## src/rtl/uart_txb_pkg.sv

```systemverilog
package uart_txb_pkg;

  typedef enum logic [1:0] {
    SRC_DIV2  = 2'd0,
    SRC_DIV16 = 2'd1,
    SRC_DIV64 = 2'd2,
    SRC_EXT   = 2'd3
  } src_e;

  typedef struct packed {
    logic [1:0] len_sel;
    logic       par_en;
    logic       par_odd;
    logic       two_stop;
  } fmt_t;

  localparam int SH_DIV2  = 1;
  localparam int SH_DIV16 = 4;
  localparam int SH_DIV64 = 6;

endpackage

```

## src/rtl/uart_txb_baud.sv

```systemverilog
module uart_txb_baud
  import uart_txb_pkg::*;
#(
  parameter int PRE_W    = 6,
  parameter int RELOAD_W = 8,
  parameter int OVS      = 16
) (
  input  logic                clk,
  input  logic                rst_n,
  input  logic [1:0]          src_sel,
  input  logic                ext_tick,
  input  logic [RELOAD_W-1:0] reload,
  output logic                bit_tick
);

  localparam int OVS_W = $clog2(OVS);

  logic [PRE_W-1:0]    pre_q, pre_d;
  logic [RELOAD_W-1:0] rc_q, rc_d;
  logic [OVS_W-1:0]    ph_q, ph_d;
  logic                src_tick, sub_tick;
  src_e                sel;

  assign sel = src_e'(src_sel);

  always_comb begin
    unique case (sel)
      SRC_DIV2:  src_tick = &pre_q[SH_DIV2-1:0];
      SRC_DIV16: src_tick = &pre_q[SH_DIV16-1:0];
      SRC_DIV64: src_tick = &pre_q[SH_DIV64-1:0];
      default:   src_tick = ext_tick;
    endcase
  end

  assign sub_tick = src_tick && (rc_q == '0);
  assign bit_tick = sub_tick && (ph_q == OVS_W'(OVS - 1));

  always_comb begin
    pre_d = pre_q + 1'b1;
    rc_d  = rc_q;
    ph_d  = ph_q;
    if (src_tick) begin
      if (rc_q == '0) rc_d = reload;
      else            rc_d = rc_q - 1'b1;
    end
    if (sub_tick) ph_d = ph_q + 1'b1;
  end

  always_ff @(posedge clk or negedge rst_n) begin
    if (!rst_n) begin
      pre_q <= '0;
      rc_q  <= '0;
      ph_q  <= '0;
    end else begin
      pre_q <= pre_d;
      rc_q  <= rc_d;
      ph_q  <= ph_d;
    end
  end


  tick_gap_chk: assert property (@(posedge clk) disable iff (!rst_n)
    bit_tick |=> !bit_tick);

endmodule

```

## src/rtl/uart_txb_ctrl.sv

```systemverilog
module uart_txb_ctrl #(
  parameter int DATA_W = 9
) (
  input  logic              clk,
  input  logic              rst_n,
  input  logic              chk,
  input  logic              tx_en,
  input  logic              cts_en,
  input  logic              cts_n,
  input  logic              wr_stb,
  input  logic [DATA_W-1:0] wr_data,
  input  logic              irq_ack,
  output logic              go,
  output logic [DATA_W-1:0] hold_data,
  output logic              buf_empty,
  output logic              irq
);

  logic [DATA_W-1:0] hold_q, hold_d;
  logic              empty_q, empty_d;
  logic              irq_q, irq_d;
  logic              cts_ok;

  assign cts_ok = !cts_en || !cts_n;
  assign go     = chk && tx_en && !empty_q && cts_ok;

  always_comb begin
    hold_d  = hold_q;
    empty_d = empty_q;
    irq_d   = irq_q;
    if (wr_stb) begin
      hold_d  = wr_data;
      empty_d = 1'b0;
    end else if (go) begin
      empty_d = 1'b1;
    end
    if (go)           irq_d = 1'b1;
    else if (irq_ack) irq_d = 1'b0;
  end

  always_ff @(posedge clk or negedge rst_n) begin
    if (!rst_n) begin
      hold_q  <= '0;
      empty_q <= 1'b1;
      irq_q   <= 1'b0;
    end else begin
      hold_q  <= hold_d;
      empty_q <= empty_d;
      irq_q   <= irq_d;
    end
  end

  assign hold_data = hold_q;
  assign buf_empty = empty_q;
  assign irq       = irq_q;


  wr_clear_chk: assert property (@(posedge clk) disable iff (!rst_n)
    wr_stb |=> !buf_empty);


  load_set_chk: assert property (@(posedge clk) disable iff (!rst_n)
    (go && !wr_stb) |=> buf_empty);


  irq_set_chk: assert property (@(posedge clk) disable iff (!rst_n)
    go |=> irq);


  irq_hold_chk: assert property (@(posedge clk) disable iff (!rst_n)
    (irq && !irq_ack) |=> irq);


  cts_block_chk: assert property (@(posedge clk) disable iff (!rst_n)
    (chk && cts_en && cts_n && !wr_stb) |=> $stable(buf_empty));


  en_block_chk: assert property (@(posedge clk) disable iff (!rst_n)
    (chk && !tx_en && !wr_stb) |=> $stable(buf_empty));

endmodule

```

## src/rtl/uart_txb_shift.sv

```systemverilog
module uart_txb_shift
  import uart_txb_pkg::*;
#(
  parameter int DATA_W = 9
) (
  input  logic              clk,
  input  logic              rst_n,
  input  logic              bit_tick,
  input  logic              go,
  input  logic [DATA_W-1:0] data,
  input  fmt_t              fmt,
  output logic              chk,
  output logic              txd,
  output logic              busy
);

  localparam int FRAME_W = DATA_W + 4;
  localparam int CNT_W   = $clog2(FRAME_W + 1);

  logic [FRAME_W-1:0] sr_q, sr_d, frame;
  logic [CNT_W-1:0]   left_q, left_d, count, dlen;
  logic               busy_q, busy_d;
  logic [DATA_W-1:0]  dmask, dsel;
  logic [FRAME_W-1:0] body;
  logic               par_bit;

  always_comb begin
    unique case (fmt.len_sel)
      2'd0:    dlen = CNT_W'(7);
      2'd2:    dlen = CNT_W'(DATA_W);
      default: dlen = CNT_W'(8);
    endcase
    dmask   = ~({DATA_W{1'b1}} << dlen);
    dsel    = data & dmask;
    par_bit = (^dsel) ^ fmt.par_odd;
    body    = ({FRAME_W{1'b1}} << dlen) | FRAME_W'(dsel);
    if (fmt.par_en)
      body = (body & ~(FRAME_W'(1) << dlen)) | (FRAME_W'(par_bit) << dlen);
    frame = {body[FRAME_W-2:0], 1'b0};
    count = CNT_W'(2) + dlen + CNT_W'(fmt.par_en) + CNT_W'(fmt.two_stop);
  end

  assign chk = bit_tick && (!busy_q || (left_q == CNT_W'(1)));

  always_comb begin
    sr_d   = sr_q;
    left_d = left_q;
    busy_d = busy_q;
    if (chk) begin
      if (go) begin
        sr_d   = frame;
        left_d = count;
        busy_d = 1'b1;
      end else begin
        sr_d   = '1;
        left_d = '0;
        busy_d = 1'b0;
      end
    end else if (bit_tick && busy_q) begin
      sr_d   = {1'b1, sr_q[FRAME_W-1:1]};
      left_d = left_q - 1'b1;
    end
  end

  always_ff @(posedge clk or negedge rst_n) begin
    if (!rst_n) begin
      sr_q   <= '1;
      left_q <= '0;
      busy_q <= 1'b0;
    end else begin
      sr_q   <= sr_d;
      left_q <= left_d;
      busy_q <= busy_d;
    end
  end

  assign txd  = sr_q[0];
  assign busy = busy_q;


  idle_high_chk: assert property (@(posedge clk) disable iff (!rst_n)
    !busy_q |-> txd);


  start_low_chk: assert property (@(posedge clk) disable iff (!rst_n)
    go |=> !txd);


  busy_hold_chk: assert property (@(posedge clk) disable iff (!rst_n)
    (busy_q && !chk) |=> busy_q);

endmodule

```

## src/rtl/uart_tx_dbuf.sv

```systemverilog
module uart_tx_dbuf
  import uart_txb_pkg::*;
#(
  parameter int DATA_W   = 9,
  parameter int PRE_W    = 6,
  parameter int RELOAD_W = 8,
  parameter int OVS      = 16
) (
  input  logic                clk,
  input  logic                rst_n,
  input  logic [1:0]          src_sel,
  input  logic                ext_tick,
  input  logic [RELOAD_W-1:0] reload,
  input  logic [1:0]          len_sel,
  input  logic                par_en,
  input  logic                par_odd,
  input  logic                two_stop,
  input  logic                cts_en,
  input  logic                cts_n,
  input  logic                tx_en,
  input  logic                wr_stb,
  input  logic [DATA_W-1:0]   wr_data,
  input  logic                irq_ack,
  output logic                txd,
  output logic                buf_empty,
  output logic                reg_empty,
  output logic                irq
);

  logic              rs1_q, rst_sync;
  logic              bit_tick, chk, go, busy;
  logic [DATA_W-1:0] hold_data;
  fmt_t              fmt;

  always_ff @(posedge clk or negedge rst_n) begin
    if (!rst_n) begin
      rs1_q    <= 1'b0;
      rst_sync <= 1'b0;
    end else begin
      rs1_q    <= 1'b1;
      rst_sync <= rs1_q;
    end
  end

  assign fmt = '{len_sel: len_sel, par_en: par_en, par_odd: par_odd,
                 two_stop: two_stop};

  uart_txb_baud #(
    .PRE_W(PRE_W), .RELOAD_W(RELOAD_W), .OVS(OVS)
  ) u_baud (
    .clk(clk), .rst_n(rst_sync), .src_sel(src_sel), .ext_tick(ext_tick),
    .reload(reload), .bit_tick(bit_tick)
  );

  uart_txb_ctrl #(.DATA_W(DATA_W)) u_ctrl (
    .clk(clk), .rst_n(rst_sync), .chk(chk), .tx_en(tx_en),
    .cts_en(cts_en), .cts_n(cts_n), .wr_stb(wr_stb), .wr_data(wr_data),
    .irq_ack(irq_ack), .go(go), .hold_data(hold_data),
    .buf_empty(buf_empty), .irq(irq)
  );

  uart_txb_shift #(.DATA_W(DATA_W)) u_shift (
    .clk(clk), .rst_n(rst_sync), .bit_tick(bit_tick), .go(go),
    .data(hold_data), .fmt(fmt), .chk(chk), .txd(txd), .busy(busy)
  );

  assign reg_empty = !busy;


  empty_rise_chk: assert property (@(posedge clk) disable iff (!rst_sync)
    $rose(reg_empty) |-> txd);

endmodule

```

## config.mk

```make
export PLATFORM = sky130hd
export DESIGN_NAME = uart_tx_dbuf
export DESIGN_NICKNAME = d
export VERILOG_FILES = /design/src/rtl/uart_txb_pkg.sv /design/src/rtl/uart_txb_baud.sv /design/src/rtl/uart_txb_ctrl.sv /design/src/rtl/uart_txb_shift.sv /design/src/rtl/uart_tx_dbuf.sv
export SDC_FILE = /design/constraint.sdc
export NUM_CORES = 1
export LEC_CHECK = 0
export ABC_AREA = 1
export BUFFER_PORTS_ARGS = -buffer_cell sky130_fd_sc_hd__buf_2
export CORE_ASPECT_RATIO = 0.75
export CORE_MARGIN = 5
export CORE_UTILIZATION = 50
export CTS_BUF_LIST = sky130_fd_sc_hd__clkbuf_8
export CTS_CLUSTER_DIAMETER = 200
export DETAILED_ROUTE_END_ITERATION = 7
export GPL_ROUTABILITY_DRIVEN = 0
export PLACE_DENSITY = 0.71
export SLEW_MARGIN = 20
export SYNTH_ARGS = -nofsm -noshare
export SYNTH_HDL_FRONTEND = slang
export SYNTH_HIERARCHICAL = 1
export SYNTH_SLANG_ARGS = --single-unit
```

## constraint.sdc

```tcl
create_clock -name clk -period 1.8 [get_ports clk]
set_clock_uncertainty 0.1 [all_clocks]
set_input_delay 0.54 -clock clk [delete_from_list [all_inputs] [get_ports clk]]
set_output_delay 0.54 -clock clk [all_outputs]
set_load 0.1 [all_outputs]
```

==> impl_results.md, run 1 <==
- DP Area: 0.00340 mm²
- Worst EP required: 1.94 ns
- Avg WL per Cell: 12.9 µm
- Ys Warns: 6
- R2r setup slk: -0.65 ns
- Layout Cell Area excl Fill: 0.00381 mm²
- Vias in the first global route: 2,488
- Die Span Y: 74.6 µm
- Die X: 96.2 µm
- Largest net degree at the start of global routing: 43
- Seq/Total Area, Yosys: 44.7%
- P_leak: 2.00 nW
- Die Area: 0.00718 mm²
- Row cnt: 23
- Initial Utilization: 51.8%
- Post-Syn Area: 0.00279 mm²
- Seq cells post-synth: 49
- Crit path max fanout: 2
- CTS tree: yes
- CTS Buffer Depth: 2
- Antenna Violating Nets Remaining: 0
- Core area: 0.00538 mm²
- DP Wirelength: 4760 µm
- Synth top area share: 31.4%
- Hold/Removal Path Class: reg -> async
- Minimum clock period: 2.45 ns
- Worst skew pair latency: 0.30 ns
- Final worst-path cycle share: 136%
- # DRC: 0
- CTS clk-pin slew, worst paths: 0.09 ns
- WL final: 6750 µm
- Setup violators final: 20
- Cells along the critical path: ha_2 > nand2_2 > nor2_4 > nand3_2 > nand2_4 > nand4_1 > nor2_4 > nand2_4 > inv_4 > nand2_4 > nor2_4 > buf_4 > buf_6 > buf_6 > buf_6 > buf_6 > buf_6 > buf_6 > nand3_2 > nand2_1
- Crit path max-delay cell type: dfrtp_1
- Total track usage: 19.8%
- Syn Inst Count: 354
- Reg2reg path depth: 20
- Top Ports: 36
- Initial antenna violation count: 0
- Crit Path Class: reg -> reg
- Via count: 2,537
- Max Freq: 0.409 GHz
- Worst hold margin: -0.00102 ns
- Worst VDD drop: 553 µV
- Status: finished, violations left
- Port buffer count: 35
- GRT Residual Overflow: 0
- Critical path's largest stage delay: 0.36 ns
- Vias per cell: 4.86
- CP arrival: 2.59 ns
- Ranking of synthesized cells by area: dfrtp_1 31%, nand2_1 18%, dfstp_2 13%
- H-Tree Depth: 2
- Dominant cell type by area after synthesis: dfrtp_1
- CP startpoint kind: flop
- RSZ-0062 raised after global routing: yes
- Diode count: 0
- Syn_nets: 394
- Pwr/cell area: 859 mW/mm²
- Failing checks: negative hold slack, negative setup slack
- Max-slew violation count: 0
- Final WS setup: -0.647 ns
- First-pass GRT wire length: 11,000 µm
- Post-Syn Area per Cell: 7.87 µm²
- TritonRoute pass-1 iters: 5
- Num Clock Sinks: 49
- CTS Root Cell: clkbuf_8
- Crit. End Element: flop
- Synth cell types: 32
- Layout net count: 486
- Max-Cap Viols: 0
- Final Hold Viols: 5
- Most frequent CP cell: buf_6
- Iteration-0 DRC Markers: 186
- Share of cells above drive strength 1: 40.7%
- CTS buffer count: 5
- Area delta synth->final: 36.8%
cell usage after synthesis, drive strengths merged:
library cell    n
xor2            9
nand3          22
inv            51
o221ai         10
dfstp          14
o211ai          1
fa              1
conb            1
buf             7
nand2         139
dfrtp          35
or2             3
dlygate4sd1     1
ha              7
nand4           1
o21ai          15
o22ai           1
nor2           31
a22oi           1
clkbuf          1
xnor2           3
critical path: cells and delay by family (launching register included):
kind	cells	cell delay (ns)
DFF	1	0.36
adders and majority gates	1	0.19
buffers and inverters	8	0.68
and+or+nand+nor	11	1.05
cell type report:
type                    instances  area, µm²
repair buffers                 94        752
clock buffers                   6       82.6
clock inverters                 2       33.8
inverters                      51        196
well taps                      75       93.8
multi-input cells             245       1410
flip-flops and latches         49       1240
fillers                       429       1570
routing by layer:
layer | GRT usage, % | vias to the layer above | part of all wire (%)
li1 | - | 1278 | -
met1 | 26.8 | 1160 | 44
met2 | 31.8 | 82 | 47
met3 | 3.60 | 17 | 6.2
met4 | 7.73 | 0 | 2.1
met5 | 0 | - | 0
sequential cells by signal (all words and copies together), names as in the netlist:
signal,count
u_ctrl/irq,1
u_shift/sr_q,13
u_baud/pre_q,6
rst_sync,1
u_shift/left_q,4
rs1_q,1
u_ctrl/buf_empty,1
u_ctrl/hold_data,9
u_baud/rc_q,8
u_baud/ph_q,4
u_shift/busy,1
cell usage in the layout (no fill, tap or decap), types with 2 or more instances in the layout:
cell type and count:
buf_6 11, inv_1 33, ha_1 6, buf_4 43, nand3_2 3, inv_2 17
dfrtp_1 34, nand2_2 8, inv_4 2, nor2_1 16, nand3_1 19, nand2_1 125
xor2_1 9, buf_2 32, nand2_4 6, o21ai_2 4, o21ai_0 6, nor2_2 8
clkbuf_8 6, buf_12 6, o221ai_2 9, xnor2_1 3, nor2_4 7, or2_0 2
o21ai_1 5, dfstp_2 14
metrics by stage:
stage / total power [mW] / TNS (ns) / worst slack [ns] / std cells / util (%)
finish: 3.27 / -9.02 / -0.647 / 522 / 70.8
CTS: 3.29 / -7.66 / -0.511 / 515 / 67.8
global route: 3.50 / -11.91 / -0.774 / 522 / 70.8
detailed placement: 2.44 / -15.00 / -0.910 / 495 / 63.3
floorplan: 2.02 / -8.11 / -0.597 / 354 / -
global placement: 2.41 / -10.77 / -0.679 / 495 / 63.3
worst paths after layout:
path	from	end
worst max-delay path	u_baud/pre_q[0]	u_ctrl/buf_empty
worst min-delay path	rst_sync	u_baud/pre_q[1]
worst max register to register	u_baud/pre_q[0]	u_ctrl/buf_empty
worst min register to register	rst_sync	u_baud/pre_q[1]
max in group asynchronous	rst_n	rst_sync
min in group clk	rs1_q	rst_sync
kinds of logic (layout without fill, tap and decap cells):
logic type | after synthesis | in the layout | share of synthesized area (%)
buffers and inverters | 60 | 153 | 9.57
and+or+nand+nor | 196 | 196 | 31.0
DFF | 49 | 49 | 44.7
xor gates and xnor gates | 12 | 12 | 3.77
other | 1 | 1 | 0.135
AOI/OAI and AO/OA | 28 | 28 | 7.01
adders and majority gates | 8 | 8 | 3.86
report_power, final:
part | total, mW | switching [mW] | internal [mW] | leakage (nW)
sequential | 1.31 | 0.0870 | 1.22 | 0.578
clock | 0.820 | 0.372 | 0.448 | 0.0626
combinational | 1.14 | 0.608 | 0.536 | 1.36
what timing repair did:
action                     CTS  global route
hold endpoints to repair     2             0
resized for setup           12            28
pin swaps                   13             8
setup endpoints to repair   20            23
buffers inserted            12            12
hold buffers                 1             0
Note: power is estimated with default switching activity, not from simulation.
==> run 2, diff against run 1 <==
- CORE_UTILIZATION: 50 -> 45
- GPL_TIMING_DRIVEN: unset -> 0
- PLACE_DENSITY: 0.71 -> unset
==> impl_results.md, run 2 (synthesis results as in run 1) <==
- GRT Residual Overflow: 0
- WL final: 6220 µm
- Layout Cell Area excl Fill: 0.00362 mm²
- Layout net count: 457
- Final WS setup: -0.624 ns
- Crit path buf inv count: 6
- Antenna Violating Nets Remaining: 0
- Area delta synth->final: 30.1%
- Cells along the critical path: ha_2 > nand2_2 > nor2_4 > nand3_2 > nand2_4 > nand4_1 > nor2_1 > buf_6 > nand2_8 > inv_4 > nand2_4 > nor2_4 > nand2_2 > inv_2 > inv_2 > nor2_4 > buf_6 > buf_6 > nand2_2 > o21ai_1 > nand2_1
- Crit path max fanout: 3
- Metal-1 WL: 3290 µm
- Post-layout total power: 3.12 mW
- Met2 WL: 2680 µm
- Share of cells above drive strength 1: 38.3%
- CP delay by family, top: simple AND/OR/NAND/NOR gates
- Iteration-0 DRC Markers: 103
- Port buffer count: 34
- Row cnt: 24
- DP Area: 0.00314 mm²
- Worst skew pair latency: 0.30 ns
- Total track usage: 16.5%
- Vias per cell: 4.75
- CP startpoint kind: flop
- CTS buffer count: 5
- Dpl ws: -1.08 ns
- Hold/Removal Path Class: reg -> async
- CP arrival: 2.56 ns
- Avg WL per Cell: 12.5 µm
- Initial antenna violation count: 0
- Setup violators final: 19
- Crit. End Element: flop
- Status: finished, violations left
- Max-Cap Viols: 0
- Die Span Y: 78.1 µm
- Final worst-path cycle share: 135%
- Biggest register: u_shift/sr_q
- Commonest cells after routing, fill and taps aside: 120 x nand2_1, 34 x dfrtp_1, 32 x buf_2
- # DRC: 0
- Top routing layer in use: met4
- Die X: 101 µm
- Max-slew violation count: 0
- Crit path max-delay cell type: dfrtp_1
- Core area: 0.00592 mm²
- CTS clk-pin slew, worst paths: 0.09 ns
- Top Ports: 36
- RSZ-0062 raised after global routing: yes
- Num Clock Sinks: 49
- Most common cell after layout, fill and taps aside: nand2_1
- Initial Utilization: 47.1%
- Crit Path Class: reg -> reg
- Pwr/cell area: 860 mW/mm²
- H-Tree Depth: 2
- TritonRoute pass-1 iters: 4
- P_leak: 1.86 nW
- Minimum clock period: 2.42 ns
- CTS tree: yes
- Worst VDD drop: 532 µV
- DP Wirelength: 4370 µm
- Diode count: 0
- Largest net degree at the start of global routing: 28
- CTS Buffer Depth: 2
- Vias in the first global route: 2,322
- Failing checks: negative setup slack
- Via count: 2,355
- Worst EP required: 1.94 ns
- Die Area: 0.00788 mm²
- WL met3: 231 µm
- Critical path's largest stage delay: 0.37 ns
- CTS Root Cell: clkbuf_8
- Max FFs per register: 13
- Max Freq: 0.412 GHz
- First-pass GRT wire length: 10,600 µm
- Final Hold Viols: 0
## run 2: cell types whose count changed in the layout (fill, tap and decap cells not counted), moves of 2 or more
cell,change
nand2_2,+4
inv_4,+3
buf_4,-27
nand2_1,-5
buf_12,-5
inv_1,-2
## run 2: metrics by stage
| step | util (%) | hold WS (ns) | std cells | setup TNS, ns |
|---|---|---|---|---|
| CTS | 60.0 | 0.160 | 498 | -9.50 |
| floorplan | - | 0.144 | 354 | -8.11 |
| detailed placement | 53.2 | 0.154 | 467 | -16.92 |
| finish | 61.3 | 0.134 | 496 | -9.25 |
| global route | 61.3 | 0.192 | 496 | -12.23 |
| global placement | 52.8 | 0.226 | 466 | -28.92 |
## run 2: what timing repair did
action | 4_1_cts | 5_1_grt
endpoints found under the hold margin | 2 | 0
resized for setup | 32 | 25
hold buffers | 1 | 0
pin swaps | 19 | 18
endpoints found under the setup margin | 22 | 21
gates cloned | 1 | 0
buffers inserted | 21 | 4
## run 2: power by group
| group | leakage (nW) | switching [mW] | internal (mW) | total, mW |
|---|---|---|---|---|
| Combinational | 1.22 | 0.547 | 0.399 | 0.947 |
| Sequential | 0.578 | 0.138 | 1.22 | 1.36 |
| Clock | 0.0626 | 0.365 | 0.448 | 0.813 |
## run 2: area by class of cell
class / count / area [µm²]
Fill cell: 523 / 2290
Multi-Input combinational cell: 245 / 1460
Sequential cell: 49 / 1240
Timing Repair Buffer: 56 / 412
Inverter: 51 / 204
Tap cell: 78 / 97.6
Buffer: 9 / 88.8
Clock buffer: 6 / 82.6
Clock inverter: 2 / 33.8
## run 2: path summary, 6_finish.rpt
path / from / endpoint / slack [ns] / depth (start not counted)
min: rst_sync / u_ctrl/hold_data[6] / 0.13 / 0
min in group clk: rs1_q / rst_sync / 0.27 / 0
min reg2reg: rst_sync / u_ctrl/hold_data[6] / 0.13 / 0
max: u_baud/pre_q[0] / u_shift/sr_q[9] / -0.62 / 21
max reg2reg: u_baud/pre_q[0] / u_shift/sr_q[9] / -0.62 / 21
max in group asynchronous: rst_sync / u_shift/sr_q[0] / 0.88 / 1
## run 2: metal layers
metal,track usage [%],up-vias
met5,0,-
met4,3.77,0
met3,3.45,2
met2,24.4,38
met1,24.6,1097
li1,-,1218
## run 2: worst reg2reg max path, stage by stage (launching register included)
cell     delay (ns)
dfrtp_1        0.37
ha_2           0.19
nand2_2        0.06
nor2_4         0.12
nand3_2        0.09
nand2_4        0.09
nand4_1        0.08
nor2_1         0.15
buf_6          0.14
nand2_8        0.05
inv_4          0.05
nand2_4        0.05
nor2_4         0.09
nand2_2        0.07
inv_2          0.06
inv_2          0.04
nor2_4         0.14
buf_6          0.13
buf_6          0.11
nand2_2        0.04
o21ai_1        0.11
nand2_1        0.06
==> run 3, diff against run 2 <==
- CORE_UTILIZATION: 45 -> 50
- PLACE_DENSITY: unset -> 0.71
- SYNTH_HIERARCHICAL: 1 -> unset
==> impl_results.md, run 3 <==
- Status: finished, violations left
- Failing checks: negative setup slack
- Cells along the critical path: ha_2 > nand2_2 > nor2_4 > nand3b_1 > nand2_4 > nand3_4 > nor2_8 > nand3_4 > clkbuf_16 > buf_6 > o221ai_2
- Final WS setup: -0.0818 ns
- GRT Residual Overflow: 0
- Max Freq: 0.531 GHz
- Max-Cap Viols: 0
- Top FF cell, synth: dfrtp_1
- Share of cells above drive strength 1: 35.1%
- CP delay by family, top: simple AND/OR/NAND/NOR gates
- Die Area: 0.00690 mm²
- Post-layout total power: 2.61 mW
- Most common cell after layout, fill and taps aside: nand2_1
- EDFF count, synth: 0
- Crit path max-delay cell type: dfrtp_1
- WL final: 6230 µm
- Dpl ws: -0.256 ns
- Async S/R FF share, synth: 100%
- Max-slew violation count: 0
- CTS tree: yes
- Area delta synth->final: 32.4%
- Ys Warns: 0
- Setup Total Neg Slack: -0.673 ns
- Via count: 2,278
- Worst EP required: 1.92 ns
- Final worst-path cycle share: 105%
- Crit path max fanout: 5
- Normalized max-slew margin: 61.6%
- Final Non-Filler Cells: 462
- Initial antenna violation count: 0
- Worst Max-Slew Pin Slew: 0.575 ns
- Layout net count: 426
- Total track usage: 18.4%
- Crit. End Element: flop
- Die X: 94.3 µm
- H-Tree Depth: 2
- Synth cell count leaders: 75 x nand2_1, 52 x inv_1, 35 x dfrtp_1, 24 x o21ai_0, 20 x nand3_1
- Final Hold Viols: 0
- Num Clock Sinks: 49
- Pwr/cell area: 741 mW/mm²
- Dominant cell type by area after synthesis: dfrtp_1
- Dpl cells: 426
- Port buffer count: 34
- Largest net degree at the start of global routing: 29
- RSZ-0062 raised after global routing: yes
- CTS Root Cell: clkbuf_8
- P_leak: 1.78 nW
- CP arrival: 2.00 ns
- Setup violators final: 16
- Row cnt: 23
- Diode count: 0
- Most common cell in the netlist: nand2_1
- Crit Path Class: reg -> reg
- Top Ports: 36
- Vias per cell: 4.93
- Synth top area share: 32.9%
- Seq/Total Area, Yosys: 46.7%
- Max FFs per register: 13
- Vias in the first global route: 2,241
- R2r setup slk: -0.08 ns
- Avg WL per Cell: 13.5 µm
- Iteration-0 DRC Markers: 144
- Syn_nets: 356
- Post-layout util: 67.0%
- Hold/Removal Path Class: reg -> async
- Commonest cells after routing, fill and taps aside: 67 x nand2_1, 49 x inv_1, 34 x dfrtp_1
- CTS clk-pin slew, worst paths: 0.10 ns
- Synth cell types: 38
- CTS Buffer Depth: 2
- Initial Utilization: 50.6%
- Die Span Y: 73.2 µm
- Ranking of synthesized cells by area: dfrtp_1 33%, dfstp_2 14%, nand2_1 11%
- # DRC: 0
- Critical path's largest stage delay: 0.37 ns
- Crit path buf inv count: 2
- Syn Inst Count: 316
- R2R Path Start: u_baud.pre_q[0]
- DP Wirelength: 3980 µm
- Minimum clock period: 1.88 ns
- Reg2reg path depth: 11
- Worst skew pair latency: 0.30 ns
- Post-Syn Area per Cell: 8.43 µm²
- Seq cells post-synth: 49
- Biggest register: u_shift.sr_q
- Antenna Violating Nets Remaining: 0
- Worst VDD drop: 522 µV
- Post-Syn Area: 0.00266 mm²
- Fill count: 419
- Core area: 0.00527 mm²
- TritonRoute pass-1 iters: 4
- CP startpoint kind: flop
- Most frequent CP cell: nand3_4
- Endpoint of the worst register-to-register path: u_shift.left_q[3]
- First-pass GRT wire length: 9970 µm
- CTS buffer count: 5
==> run 3: cell count changes after synthesis, moves of 4 or more <==
cell      before  now
o221ai_1      10    1
inv_2         11    0
nor2_1        23   16
inv_1         40   52
nand2_1      131   75
a21oi_1        0   12
nand2_2        4    0
o21ai_0        7   24
==> run 3: logic make-up (layout without fill, tap and decap cells) <==
family / after synthesis / after routing / synth area share, %
xor gates and xnor gates: 11 / 11 / 3.62
buffers and inverters: 61 / 132 / 9.44
AOI/OAI and AO/OA: 57 / 57 / 12.0
other: 1 / 1 / 0.141
DFF: 49 / 49 / 46.7
adders and majority gates: 8 / 8 / 4.04
and+or+nand+nor: 126 / 126 / 22.8
muxes: 3 / 3 / 1.27
==> run 3: how the worst max path moves through the flow <==
stage | from | end | slack [ns] | cells past startpoint
after floorplan | u_shift.busy | u_shift.sr_q[7] | -0.05 | 7
after global placement | rst_sync | u_shift.left_q[3] | -0.34 | 0
after detailed placement | src_sel[0] | u_shift.sr_q[1] | -0.26 | 10
after CTS | u_baud.pre_q[0] | u_shift.sr_q[8] | -0.09 | 11
after global routing | u_baud.pre_q[0] | u_shift.sr_q[3] | -0.20 | 11
final | u_baud.pre_q[0] | u_shift.left_q[3] | -0.08 | 11
==> run 3: timing repair <==
action / in CTS / in global routing
hold endpoints to repair: 2 / 0
hold buffers: 1 / 0
gates cloned: 0 / 2
endpoints found under the setup margin: 31 / 30
pin swaps: 15 / 21
buffers inserted: 16 / 9
resized for setup: 29 / 41
==> run 3: power by group <==
| group | internal, mW | switching [mW] |
|---|---|---|
| Clock | 0.407 | 0.366 |
| Combinational | 0.231 | 0.318 |
| Sequential | 1.20 | 0.0903 |
| Total | 1.84 | 0.775 |
==> run 3: final cells by class <==
class,count,area [µm²],share of cell area [%]
clock inverters,3,38.8,1.10
multi-input cells,206,1340,38.1
inverters,53,205,5.82
well taps,75,93.8,2.66
plain buffers,8,75.1,2.13
repair buffers,63,455,12.9
clock buffers,5,68.8,1.95
flip-flops and latches,49,1240,35.3
==> run 3: metrics by stage <==
stage,cell area [µm²],hold slack (ns)
after floorplan,2680,0.144
after global placement,2950,0.225
after detailed placement,2970,0.136
after CTS,3310,0.141
after global routing,3530,0.173
final,3530,0.109
==> run 3: metal layers <==
metal  share of wire, %  track usage, %  vias to the layer above
met5                  0               0                        -
met3                3.3            4.23                       10
li1                   -               -                     1153
met4                1.7            5.93                        0
met1                 46            24.8                     1070
met2                 49            29.6                       45
